[src/rtl/ptp_clock_pkg.sv]
package ptp_clock_pkg;
  localparam int TIME_W = 64;
  localparam int HALF_W = TIME_W / 2;
  localparam int FRAC_W = 32;
  localparam int INT_W = 10;
  localparam int ADDR_W = 3;

  localparam int SEL_LSB = 0;
  localparam int SEL_W = 2;
  localparam int EN_BIT = 2;
  localparam int ATOM_BIT = 15;
  localparam int INT_LSB = 16;

  typedef enum logic [ADDR_W-1:0] {
    A_CTRL = 3'd0,
    A_ADDEND = 3'd1,
    A_CNT_LO = 3'd2,
    A_CNT_HI = 3'd3,
    A_OFF_LO = 3'd4,
    A_OFF_HI = 3'd5,
    A_NOW_LO = 3'd6,
    A_NOW_HI = 3'd7
  } regAddr_t;

  typedef struct packed {
    logic setInt;
    logic [INT_W-1:0] intVal;
    logic loadAddend;
    logic [FRAC_W-1:0] addendVal;
    logic loadCnt;
    logic [TIME_W-1:0] cntVal;
    logic loadOff;
    logic [TIME_W-1:0] offVal;
  } strobe_t;
endpackage

[src/rtl/ptp_clock_datapath.sv]
module ptp_clock_datapath
  import ptp_clock_pkg::*;
(
  input  logic              clk,
  input  logic              rstN,
  input  logic              tickEn,
  input  strobe_t           strb,
  output logic [TIME_W-1:0] rawCnt,
  output logic [TIME_W-1:0] offVal,
  output logic [FRAC_W-1:0] addendVal,
  output logic [TIME_W-1:0] nowTime
);
  logic [INT_W-1:0]  commitInt;
  logic [FRAC_W-1:0] fracAcc;
  logic [FRAC_W:0]   fracSum;
  logic [TIME_W-1:0] step;

  // Carry out of the fractional accumulator adds one extra nanosecond.
  assign fracSum = {1'b0, fracAcc} + {1'b0, addendVal};
  assign step = TIME_W'(commitInt) + TIME_W'(fracSum[FRAC_W]);
  assign nowTime = rawCnt + offVal;

  always_ff @(posedge clk) begin
    if (!rstN) begin
      commitInt <= '0;
      addendVal <= '0;
      fracAcc   <= '0;
      rawCnt    <= '0;
      offVal    <= '0;
    end else begin
      if (strb.setInt) commitInt <= strb.intVal;
      if (strb.loadAddend) addendVal <= strb.addendVal;
      if (tickEn) fracAcc <= fracSum[FRAC_W-1:0];
      if (strb.loadCnt) rawCnt <= strb.cntVal;
      else if (tickEn) rawCnt <= rawCnt + step;
      if (strb.loadOff) offVal <= strb.offVal;
    end
  end
endmodule

[src/rtl/ptp_clock_ctrl.sv]
module ptp_clock_ctrl
  import ptp_clock_pkg::*;
(
  input  logic              clk,
  input  logic              rstN,
  input  logic              busWrEn,
  input  logic              busRdEn,
  input  logic [ADDR_W-1:0] busAddr,
  input  logic [HALF_W-1:0] busWrData,
  input  logic [TIME_W-1:0] nowTime,
  input  logic [TIME_W-1:0] offVal,
  input  logic [FRAC_W-1:0] addendVal,
  output strobe_t           strb,
  output logic              ctrlEn,
  output logic [HALF_W-1:0] busRdData
);
  logic [SEL_W-1:0]  clkSel;
  logic              atomic;
  logic [INT_W-1:0]  intField;
  logic [HALF_W-1:0] cntLoSh;
  logic [HALF_W-1:0] offLoSh;
  logic [HALF_W-1:0] nowHiLatch;
  logic [HALF_W-1:0] rdMux;
  logic              wrCtrl;
  logic              timerWr;

  assign wrCtrl = busWrEn && (busAddr == A_CTRL);
  // Timer-domain registers accept writes only while enabled.
  assign timerWr = busWrEn && ctrlEn;

  always_comb begin
    strb = '0;
    strb.setInt = (wrCtrl && !busWrData[ATOM_BIT]) ||
                  (timerWr && (busAddr == A_ADDEND));
    strb.intVal = wrCtrl ? busWrData[INT_LSB +: INT_W] : intField;
    strb.loadAddend = timerWr && (busAddr == A_ADDEND);
    strb.addendVal = FRAC_W'(busWrData);
    strb.loadCnt = timerWr && (busAddr == A_CNT_HI);
    strb.cntVal = {busWrData, cntLoSh};
    strb.loadOff = timerWr && (busAddr == A_OFF_HI);
    strb.offVal = {busWrData, offLoSh};
  end

  always_comb begin
    rdMux = '0;
    case (busAddr)
      A_CTRL: begin
        rdMux[SEL_LSB +: SEL_W] = clkSel;
        rdMux[EN_BIT] = ctrlEn;
        rdMux[ATOM_BIT] = atomic;
        rdMux[INT_LSB +: INT_W] = intField;
      end
      A_ADDEND: rdMux = HALF_W'(addendVal);
      A_OFF_LO: rdMux = offVal[HALF_W-1:0];
      A_OFF_HI: rdMux = offVal[TIME_W-1:HALF_W];
      A_NOW_LO: rdMux = nowTime[HALF_W-1:0];
      A_NOW_HI: rdMux = nowHiLatch;
      default:  rdMux = '0;
    endcase
  end

  always_ff @(posedge clk) begin
    if (!rstN) begin
      clkSel     <= '0;
      ctrlEn     <= 1'b0;
      atomic     <= 1'b0;
      intField   <= '0;
      cntLoSh    <= '0;
      offLoSh    <= '0;
      nowHiLatch <= '0;
      busRdData  <= '0;
    end else begin
      if (wrCtrl) begin
        clkSel   <= busWrData[SEL_LSB +: SEL_W];
        ctrlEn   <= busWrData[EN_BIT];
        atomic   <= busWrData[ATOM_BIT];
        intField <= busWrData[INT_LSB +: INT_W];
      end
      if (timerWr && (busAddr == A_CNT_LO)) cntLoSh <= busWrData;
      if (timerWr && (busAddr == A_OFF_LO)) offLoSh <= busWrData;
      if (busRdEn) begin
        busRdData <= rdMux;
        if (busAddr == A_NOW_LO) nowHiLatch <= nowTime[TIME_W-1:HALF_W];
      end
    end
  end
endmodule

[src/rtl/ptp_clock_core.sv]
module ptp_clock_core
  import ptp_clock_pkg::*;
(
  input  logic              clk,
  input  logic              rstN,
  input  logic              busWrEn,
  input  logic              busRdEn,
  input  logic [ADDR_W-1:0] busAddr,
  input  logic [HALF_W-1:0] busWrData,
  output logic [HALF_W-1:0] busRdData
);
  strobe_t           strb;
  logic              ctrlEn;
  logic [TIME_W-1:0] rawCnt;
  logic [TIME_W-1:0] offVal;
  logic [FRAC_W-1:0] addendVal;
  logic [TIME_W-1:0] nowTime;

  ptp_clock_ctrl ctrl_i (
    .clk(clk), .rstN(rstN), .busWrEn(busWrEn), .busRdEn(busRdEn),
    .busAddr(busAddr), .busWrData(busWrData), .nowTime(nowTime),
    .offVal(offVal), .addendVal(addendVal), .strb(strb),
    .ctrlEn(ctrlEn), .busRdData(busRdData)
  );

  ptp_clock_datapath dp_i (
    .clk(clk), .rstN(rstN), .tickEn(ctrlEn), .strb(strb),
    .rawCnt(rawCnt), .offVal(offVal), .addendVal(addendVal),
    .nowTime(nowTime)
  );
endmodule

[config.mk]
export PLATFORM = sky130hd
export DESIGN_NAME = ptp_clock_core
export DESIGN_NICKNAME = d
export VERILOG_FILES = /design/src/rtl/ptp_clock_pkg.sv /design/src/rtl/ptp_clock_datapath.sv /design/src/rtl/ptp_clock_ctrl.sv /design/src/rtl/ptp_clock_core.sv
export SDC_FILE = /design/constraint.sdc
export NUM_CORES = 1
export LEC_CHECK = 0
export BUFFER_PORTS_ARGS = -buffer_cell sky130_fd_sc_hd__buf_2
export CORE_MARGIN = 2
export CORE_UTILIZATION = 50
export CTS_BUF_LIST = sky130_fd_sc_hd__clkbuf_4
export DETAILED_ROUTE_END_ITERATION = 7
export GPL_TIMING_DRIVEN = 0
export PLACE_DENSITY = 0.66
export SLEW_MARGIN = 20
export SYNTH_ARGS = -nofsm -noshare
export SYNTH_HDL_FRONTEND = slang
export SYNTH_SLANG_ARGS = --single-unit
export TNS_END_PERCENT = 100
[constraint.sdc]
create_clock -name clk -period 6.3 [get_ports clk]
set_input_delay 0.315 -clock clk [delete_from_list [all_inputs] [get_ports clk]]
set_output_delay 0.315 -clock clk [all_outputs]
set_load 0.05 [all_outputs]
* Word level (Yosys, flattened, before mapping)
Cells that the tools add are included.
** Cells by class
- Bitwise operators :: 0
- Equal/unequal tests :: 7
- $mul :: 0
- Reductions and logical operators :: 13
- Muxes and demuxes :: 7
- Shifts and indexed selects :: 0
- Add/subtract/negate cells :: 4
- Divide/modulo/power cells :: 0
- Magnitude comparators :: 0
** Operator list (number)
- 64-bit adder :: 2
- 64-bit 2-to-1 mux :: 2
- 11-bit one-hot mux with 6 select lines :: 1
- 12-bit one-hot mux with 5 select lines :: 1
- 32-bit by 32-bit adder with 33-bit output :: 1
- 6-bit one-hot mux with 5 select lines :: 1
- 3-bit one-hot mux with 6 select lines :: 1
- 3-bit equality test (second input constant) :: 4
- 10-bit by 1-bit adder with 11-bit output :: 1
- 10-bit 2-to-1 mux :: 1
- 1-bit logical AND :: 8
- 3-bit by 2-bit equality test with 1-bit output (second input constant) :: 2
- 3-bit by 1-bit equality test with 1-bit output (second input constant) :: 1
- 3-bit logical NOT :: 1
- 2-bit AND reduction :: 1
- 2-bit nonzero test :: 1
- 1-bit logical NOT :: 1
- 1-bit logical OR :: 1
** Storage, ports and cells
- Output and inout port bits :: 32
- Latch bits :: 0
- Word-level logic and storage cells :: 44
- ROM bits :: 0
- Register bits :: 344
- Memories kept :: 0
- Bits in writable memories :: 0
- Input port bits :: 39

* Longest topological paths before layout
Gate-level depths: netlist of run 1.
- Word-level depth :: 5
- Depth in mapped cells :: 27

* Cells and area by module
Synthesis of run 1 repeated with hierarchy kept, for this count alone.
** Second synthesis, totals
- Cell total of the unflattened synthesis :: 2612
- Area total of the unflattened synthesis :: 22016.1 µm²
** Modules (own cells, without submodules)
- ptp_clock_datapath :: sequential area each 4043.9 µm², area each 14590.2 µm², times used 1, cells an instance 1755
- ptp_clock_ctrl :: sequential area each 2842.7 µm², area each 7425.9 µm², times used 1, cells an instance 857

* Worst setup path before layout of run 1
No wires, ideal clock.
- Path type :: register to register
- From :: reg dp_i.addendVal[0]
- To :: reg dp_i.rawCnt[62]
- Data required time :: 6220 ps
- Setup slack :: 507 ps
- Cell stages (with the launch flop) :: 28
- Buffers on the path :: 0
- Period minus slack after synthesis :: 5793 ps
- Arrival time :: 5713 ps
- Cell sequence :: dfxtp_1 > ha_1 > fa_1 > a21o_1 > a21oi_1 > o21bai_1 > a21oi_1 > o21bai_1 > o31a_1 > o21ai_0 > o21ai_0 > nand3_1 > nand2_1 > ha_1 > xor2_1 > inv_1 > fa_1 > nor2b_4 > o21ai_2 > a21boi_2 > o21ai_2 > a21boi_2 > o2111ai_4 > a211oi_4 > nor2_2 > or3_4 > or4_1 > a22oi_1
** Between the ends
- Cells in the longest elaborated chain, start to end :: 5
** Ends and longest elaborated chain
- from (decl) :: RTL line ptp_clock_datapath.sv:10 : output logic [FRAC_W-1:0] addendVal,
- from (signal assigned) :: RTL line ptp_clock_datapath.sv:32 : if (strb.loadAddend) addendVal <= strb.addendVal;
- 32-bit by 32-bit adder with 33-bit output :: RTL line ptp_clock_datapath.sv:19 : assign fracSum = {1'b0, fracAcc} + {1'b0, addendVal};
- 10-bit by 1-bit adder with 11-bit output :: RTL line ptp_clock_datapath.sv:20 : assign step = TIME_W'(commitInt) + TIME_W'(fracSum[FRAC_W]);
- 64-bit adder :: RTL line ptp_clock_datapath.sv:35 : else if (tickEn) rawCnt <= rawCnt + step;
- 64-bit 2-to-1 mux :: RTL line ptp_clock_datapath.sv:35
- 64-bit 2-to-1 mux :: RTL line ptp_clock_datapath.sv:34 : if (strb.loadCnt) rawCnt <= strb.cntVal;
- to (signal assigned) :: RTL line ptp_clock_datapath.sv:34
- to (signal assigned) :: RTL line ptp_clock_datapath.sv:35
- to (decl) :: RTL line ptp_clock_datapath.sv:8 : output logic [TIME_W-1:0] rawCnt,
No other way between the ends. The select of a mux whose other input is x is not followed.
A chain may end at the register's enable or synchronous reset.

* Worst setup path after layout of run 1
- From :: reg dp_i.addendVal[7]
- To :: reg dp_i.rawCnt[62]
The elaborated chain is that of the path after synthesis.

==> results of run 1 <==
[worst min-delay path, stage by stage]
cell and delay [ns]:
buf_2 0.15, nand3_1 0.32, nand2_1 0.09, a21oi_1 0.12
[final timing paths]
kind | start | end | slack [ns] | cells after the start
hold reg to reg | ctrl_i.offLoSh[9]$_SDFFE_PN0P_ | dp_i.offVal[9]$_SDFFE_PN0P_ | 0.44 | 2
hold / removal | busWrEn | ctrl_i.offLoSh[31]$_SDFFE_PN0P_ | 0.14 | 4
setup / recovery | dp_i.addendVal[7]$_SDFFE_PN0P_ | dp_i.rawCnt[62]$_SDFFE_PN0P_ | 0.14 | 26
setup reg to reg | dp_i.addendVal[7]$_SDFFE_PN0P_ | dp_i.rawCnt[62]$_SDFFE_PN0P_ | 0.14 | 26
[logic make-up (layout without fill, tap and decap cells)]
kind of cell               Yosys count  in the layout  share of synthesized area
AOI/OAI and AO/OA                  860            860                      0.267
xor gates and xnor gates            91             91                     0.0392
adders and majority gates          111            111                     0.0694
buffers and inverters              214            489                     0.0398
DFF                                344            344                      0.338
muxes                               52             52                     0.0283
other                                0              4                          0
and+or+nand+nor                    993            993                      0.218
[flip-flops by register name, summed over array words and instances (netlist names)]
register and count:
dp_i.addendVal 32, ctrl_i.cntLoSh 32, ctrl_i.intField 10, dp_i.offVal 64, ctrl_i.nowHiLatch 32, ctrl_i.atomic 1, ctrl_i.offLoSh 32, dp_i.commitInt 10
ctrl_i.ctrlEn 1, dp_i.fracAcc 32, ctrl_i.clkSel 2, dp_i.rawCnt 64, ctrl_i.busRdData 32
[cell usage after synthesis (5+ instances only)]
cell and n:
nand2b_1 13, o21a_1 11, o21bai_1 32, o211ai_1 9
and4_1 5, nand2_1 514, inv_1 43, a21o_1 58
ha_1 108, o22ai_1 8, nand4_1 44, clkbuf_1 153
o41ai_1 7, and3_1 39, nor4_1 7, a21oi_1 344
a221oi_1 14, o21ai_1 8, mux2i_1 44, o221ai_1 5
a31oi_1 31, or3_1 15, a221o_1 5, and2_1 17
buf_1 14, a211oi_1 40, or2_2 5, o21ai_0 131
nor2_1 177, o31ai_1 16, nand3b_1 5, a22o_1 13
xor2_1 27, nor2b_1 25, a22oi_1 56, nand3_1 66
xnor2_1 64, a311oi_1 14, nor3_1 37, dfxtp_1 344
[through the flow]
step	instance area [µm²]	util	std cells	hold slack (ns)
6_report	23100	0.578	3469	0.145
5_1_grt	23100	0.578	3467	0.103
4_1_cts	23000	0.575	3460	0.102
3_5_place_dp	21400	0.535	3259	0.443
3_3_place_gp	21300	0.535	3258	0.436
2_1_floorplan	20400	-	2665	0.425
[cell type report]
type	count	area, µm²
Clock buffer	131	983
Timing Repair Buffer	113	761
Antenna cell	4	10.0
Clock inverter	33	214
Tap cell	525	657
Inverter	43	161
Multi-Input combinational cell	2107	12800
Buffer	169	642
Fill cell	3828	16800
Sequential cell	344	6890
[power groups by stage]
| stage | Clock, W | Sequential (W) | Combinational (W) |
|---|---|---|---|
| CTS | 0.00210 | 0.00221 | 0.000286 |
| detailed placement | 0 | 0.00226 | 0.000270 |
| global route | 0.00223 | 0.00221 | 0.000305 |
| finish | 0.00211 | 0.00221 | 0.000302 |
| global placement | 0 | 0.00226 | 0.000267 |
| floorplan | 0 | 0.00225 | 0.000125 |
[per-layer routing]
metal  part of all wire  track usage
met1               0.37        0.565
met2               0.43        0.693
met3               0.13        0.118
met4              0.062        0.259
met5            0.00014            0
[what timing repair did]
action                                  in CTS  in global routing
endpoints found under the setup margin      50                 23
resized for setup                           11                 13
hold buffers                                33                  0
buffers inserted                             4                  7
pin swaps                                    5                 14
hold endpoints to repair                   172                  0
==> results.md, run 1 <==
- Result of the run: finished, final reports clean
- Post-DRT Antenna Nets: 0
- PwrDens: 200 mW/mm²
- Max_slew headroom: 0.252
- Cell accounting for the most synthesized area: dfxtp_1
- Area grow syn2layout: 13.4%
- HP Class: in -> reg
- Setup TNS: 0 ns
- Worst VDD drop: 0.125 mV
- WL/cell: 27.6 µm
- Largest net degree at the start of global routing: 17
- Number of synthesized flops with an enable pin: 0
- Startpoint types: register
- Core box area: 0.0399 mm²
- Num CTS Buffers: 97
- Data required, critical path: 7.08 ns
- Synth top area share: 0.338
- Min cycle time layout: around 6.2 ns
- Post-DP HPWL: about 74000 µm
- Antenna violations before repair: 4
- Net Count, Synth: approximately 2800
- Buf+Inv Stages, Crit Path: 1
- Crit share post-route: 0.977
- Worst-margin pin slew: ~1.1 ns
- Fmax achieved: 0.162 GHz
- CP Capture Type: register
- Logic pwr share: 0.065
- Setup Skew: 0.0853 ns
- Ys async rst share: 0
- Slew Limit Fails: 0
- Total clock sinks: around 340
- CTS max path bufs: 3
- Critical Path Max Stage Delay: 0.62 ns
- Post-Place Setup Slack: -0.920 ns
- Final setup margin: 0.143 ns
- Crit-path leading delay family: compound AO/OA/AOI/OAI gates
- Main area contributors after synthesis: dfxtp_1 34%, nand2_1 9.5%, a21oi_1 8.5%
- Critical Path Most Common Cell: o21ai_2
- Most frequent cells in the layout: 513 x nand2_1, 343 x dfxtp_1, 342 x a21oi_1
- Total gr overflow: 0
- Root buffer cell: clkbuf_4
- Part of the power in registers: 0.478
- Tot Pwr: between 0.004 and 0.005 W
- Vias in the first global route: about 21000
- Layout cells sized above 1: 0.0973
- Post-synth top flop: dfxtp_1
- Final Hold Viols: 0
- Sw Ratio: 0.284
- Total Wirelength: roughly 96000 µm
- Worst-skew pair later-pin latency: slightly above 0.9 ns
- Post-Synthesis Cell Area: a little over 0.02 mm²
- Commonest non-fill, non-tap cell in the layout: nand2_1
- Via count: approximately 23000
- Die width: 206 µm
- FF+latch count, synth: 344
- Unique masters post-synth: between 90 and 100
- GRT Overall Usage: 0.449
- Global-route wire length before repair: roughly 140000 µm
- Clk slew on worst S/H paths: 0.07 ns
- TritonCTS clock tree: built
- Net Sw Power: approximately 0.0013 W
- WS Path Type: reg -> reg
- Final setup viols: 0
- Drt pass-1 iters: 6
- # DRC: 0
- Worst endpoint data arrival time: a little under 7 ns
- Slowest cell on crit path: dfxtp_1
- Max Fanout on Critical Path: 5
- # nets final: just over 3000
- Port Buffers: 68
- GPL Wtd Cong: between 1 and 1.5
- Die area: 0.0423 mm²
- Leak pwr: between 8 and 9 nW
- Maxcap violations: 0
- Cells after Synth: approximately 2700
- H-tree depth: 3
- Initial core utilization: 0.510
- Via/cell ratio: roughly 6.5
- Boundary Pins: between 70 and 80
- Internal: 0.00331 W
- Yosys synthesis warning count: 0
- Die H: roughly 210 µm
- Drt first-iter violations: between 2000 and 3000
- Seq/Total Area, Yosys: 0.338
- Std cell rows: 73
- Synth Area per Inst: approximately 7.6 µm²
- Clock power share: 0.456
Power figures use the tool's default switching activity.
==> run 2: changes to the inputs <==
--- a/config.mk
+++ b/config.mk
@@ -12,6 +12,7 @@
 export DETAILED_ROUTE_END_ITERATION = 7
 export GPL_TIMING_DRIVEN = 0
 export PLACE_DENSITY = 0.66
+export SETUP_SLACK_MARGIN = 0.3
 export SLEW_MARGIN = 20
 export SYNTH_ARGS = -nofsm -noshare
 export SYNTH_HDL_FRONTEND = slang
==> results.md, run 2 (same netlist as run 1, synthesis figures left out) <==
- Result of the run: finished, final reports clean
- Worst-margin pin slew: 1.24 ns (+0.113 ns)
- Std cell rows: 73 (unchanged)
- Critical Path Max Stage Delay: 0.44 ns (-0.18 ns)
- Total gr overflow: 0 (unchanged)
- Met1 WL: 35800 µm (+0.20%)
- Final setup viols: 0 (unchanged)
- Setup Skew: 0.0928 ns (+0.00748 ns)
- H-tree depth: 3 (unchanged)
- Max_slew headroom: 0.173 (-0.0783)
- Post-Place Setup Slack: -0.920 ns (unchanged)
- Initial core utilization: 0.510 (unchanged)
- PwrDens: 198 mW/mm² (-1.0%)
- Setup slack, reg-to-reg: 0.30 ns (+0.16 ns)
- Via/cell ratio: 6.45 (-0.64%)
- Worst R2R End: dp_i.rawCnt[62]$_SDFFE_PN0P_
- Most frequent cells in the layout: 513 x nand2_1, 341 x a21oi_1, 340 x dfxtp_1
- Worst endpoint data arrival time: 6.77 ns (-0.17 ns)
- Via count: 22500 (-0.27%)
- Largest net degree at the start of global routing: 17 (unchanged)
- Layout cells sized above 1: 0.106 (+0.00902)
- Post-DP HPWL: 73600 µm (unchanged)
- Fmax achieved: 0.167 GHz (+2.7%)
- Number of cells on the worst reg-to-reg path: 28 (+7.7%)
- Largest registers: dp_i.offVal: 64 flops, dp_i.rawCnt: 64 flops
- Num CTS Buffers: 97 (unchanged)
- GPL Wtd Cong: 1.03 (unchanged)
- Die width: 206 µm (unchanged)
- Slew Limit Fails: 0 (unchanged)
- RSZ-0062 raised after global routing: true
- Core box area: 0.0399 mm² (unchanged)
- WS Path Type: reg -> reg
- Slowest cell on crit path: or3_4
- # DRC: 0 (unchanged)
- Crit share post-route: 0.952 (-0.0254)
- Tot Pwr: 0.00462 W (-0.23%)
- GRT Overall Usage: 0.449 (about the same)
- Die H: 206 µm (unchanged)
- Total clock sinks: 344 (unchanged)
- HP Class: in -> reg
- Final setup margin: 0.303 ns (+0.160 ns)
- CTS max path bufs: 3 (unchanged)
- Worst-skew pair later-pin latency: 0.90 ns (about the same)
- Leak pwr: 8.73 nW (+0.84%)
- Port Buffers: 68 (unchanged)
- Final Hold Viols: 0 (unchanged)
- Maxcap violations: 0 (unchanged)
- Drt pass-1 iters: 6 (unchanged)
- Worst VDD drop: 0.122 mV (-2.4%)
- Root buffer cell: clkbuf_4
- Vias in the first global route: 21200 (+0.11%)
- CP Capture Type: register
- Total Wirelength: 95800 µm (about the same)
- Global-route wire length before repair: 137000 µm (about the same)
- Post-DRT Antenna Nets: 0 (unchanged)
- Min cycle time layout: 6.00 ns (-0.160 ns)
- Boundary Pins: 71 (unchanged)
- HP Start: busWrEn
- Wire length on met2: 41700 µm (+0.35%)
- Area grow syn2layout: 14.3%
- Max Fanout on Critical Path: 3 (-2)
- Critical Path Most Common Cell: o21ai_2
- Clk slew on worst S/H paths: 0.06 ns (about the same)
- Data required, critical path: 7.08 ns (about the same)
- Drt first-iter violations: 3078 (+6.5%)
- WL/cell: 27.5 µm (-0.29%)
- Worst hold path depth: 4 (unchanged)
- Hold EP: ctrl_i.offLoSh[31]$_SDFFE_PN0P_
- Highest Signal Layer: met5
- Commonest non-fill, non-tap cell in the layout: nand2_1
- # nets final: 3039 (+0.46%)
- Startpoint types: register
- WL met3: 12600 µm (about the same)
- TritonCTS clock tree: built
- Antenna violations before repair: 4 (unchanged)
- Worst flop-to-flop path startpoint: dp_i.addendVal[0]$_SDFFE_PN0P_
- Die area: 0.0423 mm² (unchanged)
-- run 2: cell count changes in the layout (fill, tap and decap cells not counted), sizes merged --
cell    change
clkbuf      +2
buf        +12
diode       -1
-- run 2: worst max-delay path by stage --
stage                                              end                            from  cells past startpoint
after floorplan           dp_i.rawCnt[62]$_SDFFE_PN0P_  dp_i.addendVal[0]$_SDFFE_PN0P_                     27
after global placement    dp_i.rawCnt[52]$_SDFFE_PN0P_  dp_i.addendVal[0]$_SDFFE_PN0P_                     27
after detailed placement  dp_i.rawCnt[52]$_SDFFE_PN0P_  dp_i.addendVal[0]$_SDFFE_PN0P_                     27
after CTS                 dp_i.rawCnt[62]$_SDFFE_PN0P_  dp_i.addendVal[0]$_SDFFE_PN0P_                     28
after global routing      dp_i.rawCnt[62]$_SDFFE_PN0P_  dp_i.addendVal[0]$_SDFFE_PN0P_                     28
final                     dp_i.rawCnt[62]$_SDFFE_PN0P_  dp_i.addendVal[0]$_SDFFE_PN0P_                     28
-- run 2: where the power goes --
group	total, W	switching, W	internal [W]
clock	0.00210	0.00105	0.00105
combinational	0.000302	0.000229	0.0000734
sequential	0.00221	0.0000252	0.00219
total	0.00462	0.00131	0.00331
-- run 2: cell type report --
cell class / count / area [µm²]
Clock buffer: 131 / 983
Sequential cell: 344 / 6890
Inverter: 43 / 161
Fill cell: 3801 / 16600
Timing Repair Buffer: 125 / 855
Antenna cell: 3 / 7.51
Buffer: 171 / 653
Multi-Input combinational cell: 2107 / 12800
Tap cell: 525 / 657
Clock inverter: 33 / 214
-- run 2: what timing repair did --
item / in CTS / in global routing
setup endpoints to repair: 54 / 37
hold buffers: 33 / 0
setup buffers: 8 / 15
gates resized for setup: 18 / 33
pin swaps: 11 / 35
hold endpoints to repair: 172 / 0
-- run 2: metal layers --
layer,GRT usage,vias up
li1,-,10100
met1,0.558,10600
met2,0.697,1438
met3,0.127,306
met4,0.252,2
met5,0,-
-- run 2: worst max-delay path: cells and delay by family (launching register included) --
kind / cells / cell delay, ns
compound gates: 15 / 2.72
simple gates: 6 / 1.25
fa+ha+maj: 5 / 1.34
buf+inv: 2 / 0.20
flops: 1 / 0.36
-- run 2: metrics by stage --
step	instance area (µm²)	hold WS (ns)	util	cells	setup TNS, ns
floorplan	20400	0.425	-	2665	0
finish	23300	0.148	0.583	3482	0
detailed placement	21400	0.443	0.535	3259	-22.48
global route	23300	0.103	0.583	3481	0
global placement	21300	0.436	0.535	3258	-18.67
CTS	23000	0.102	0.577	3464	0
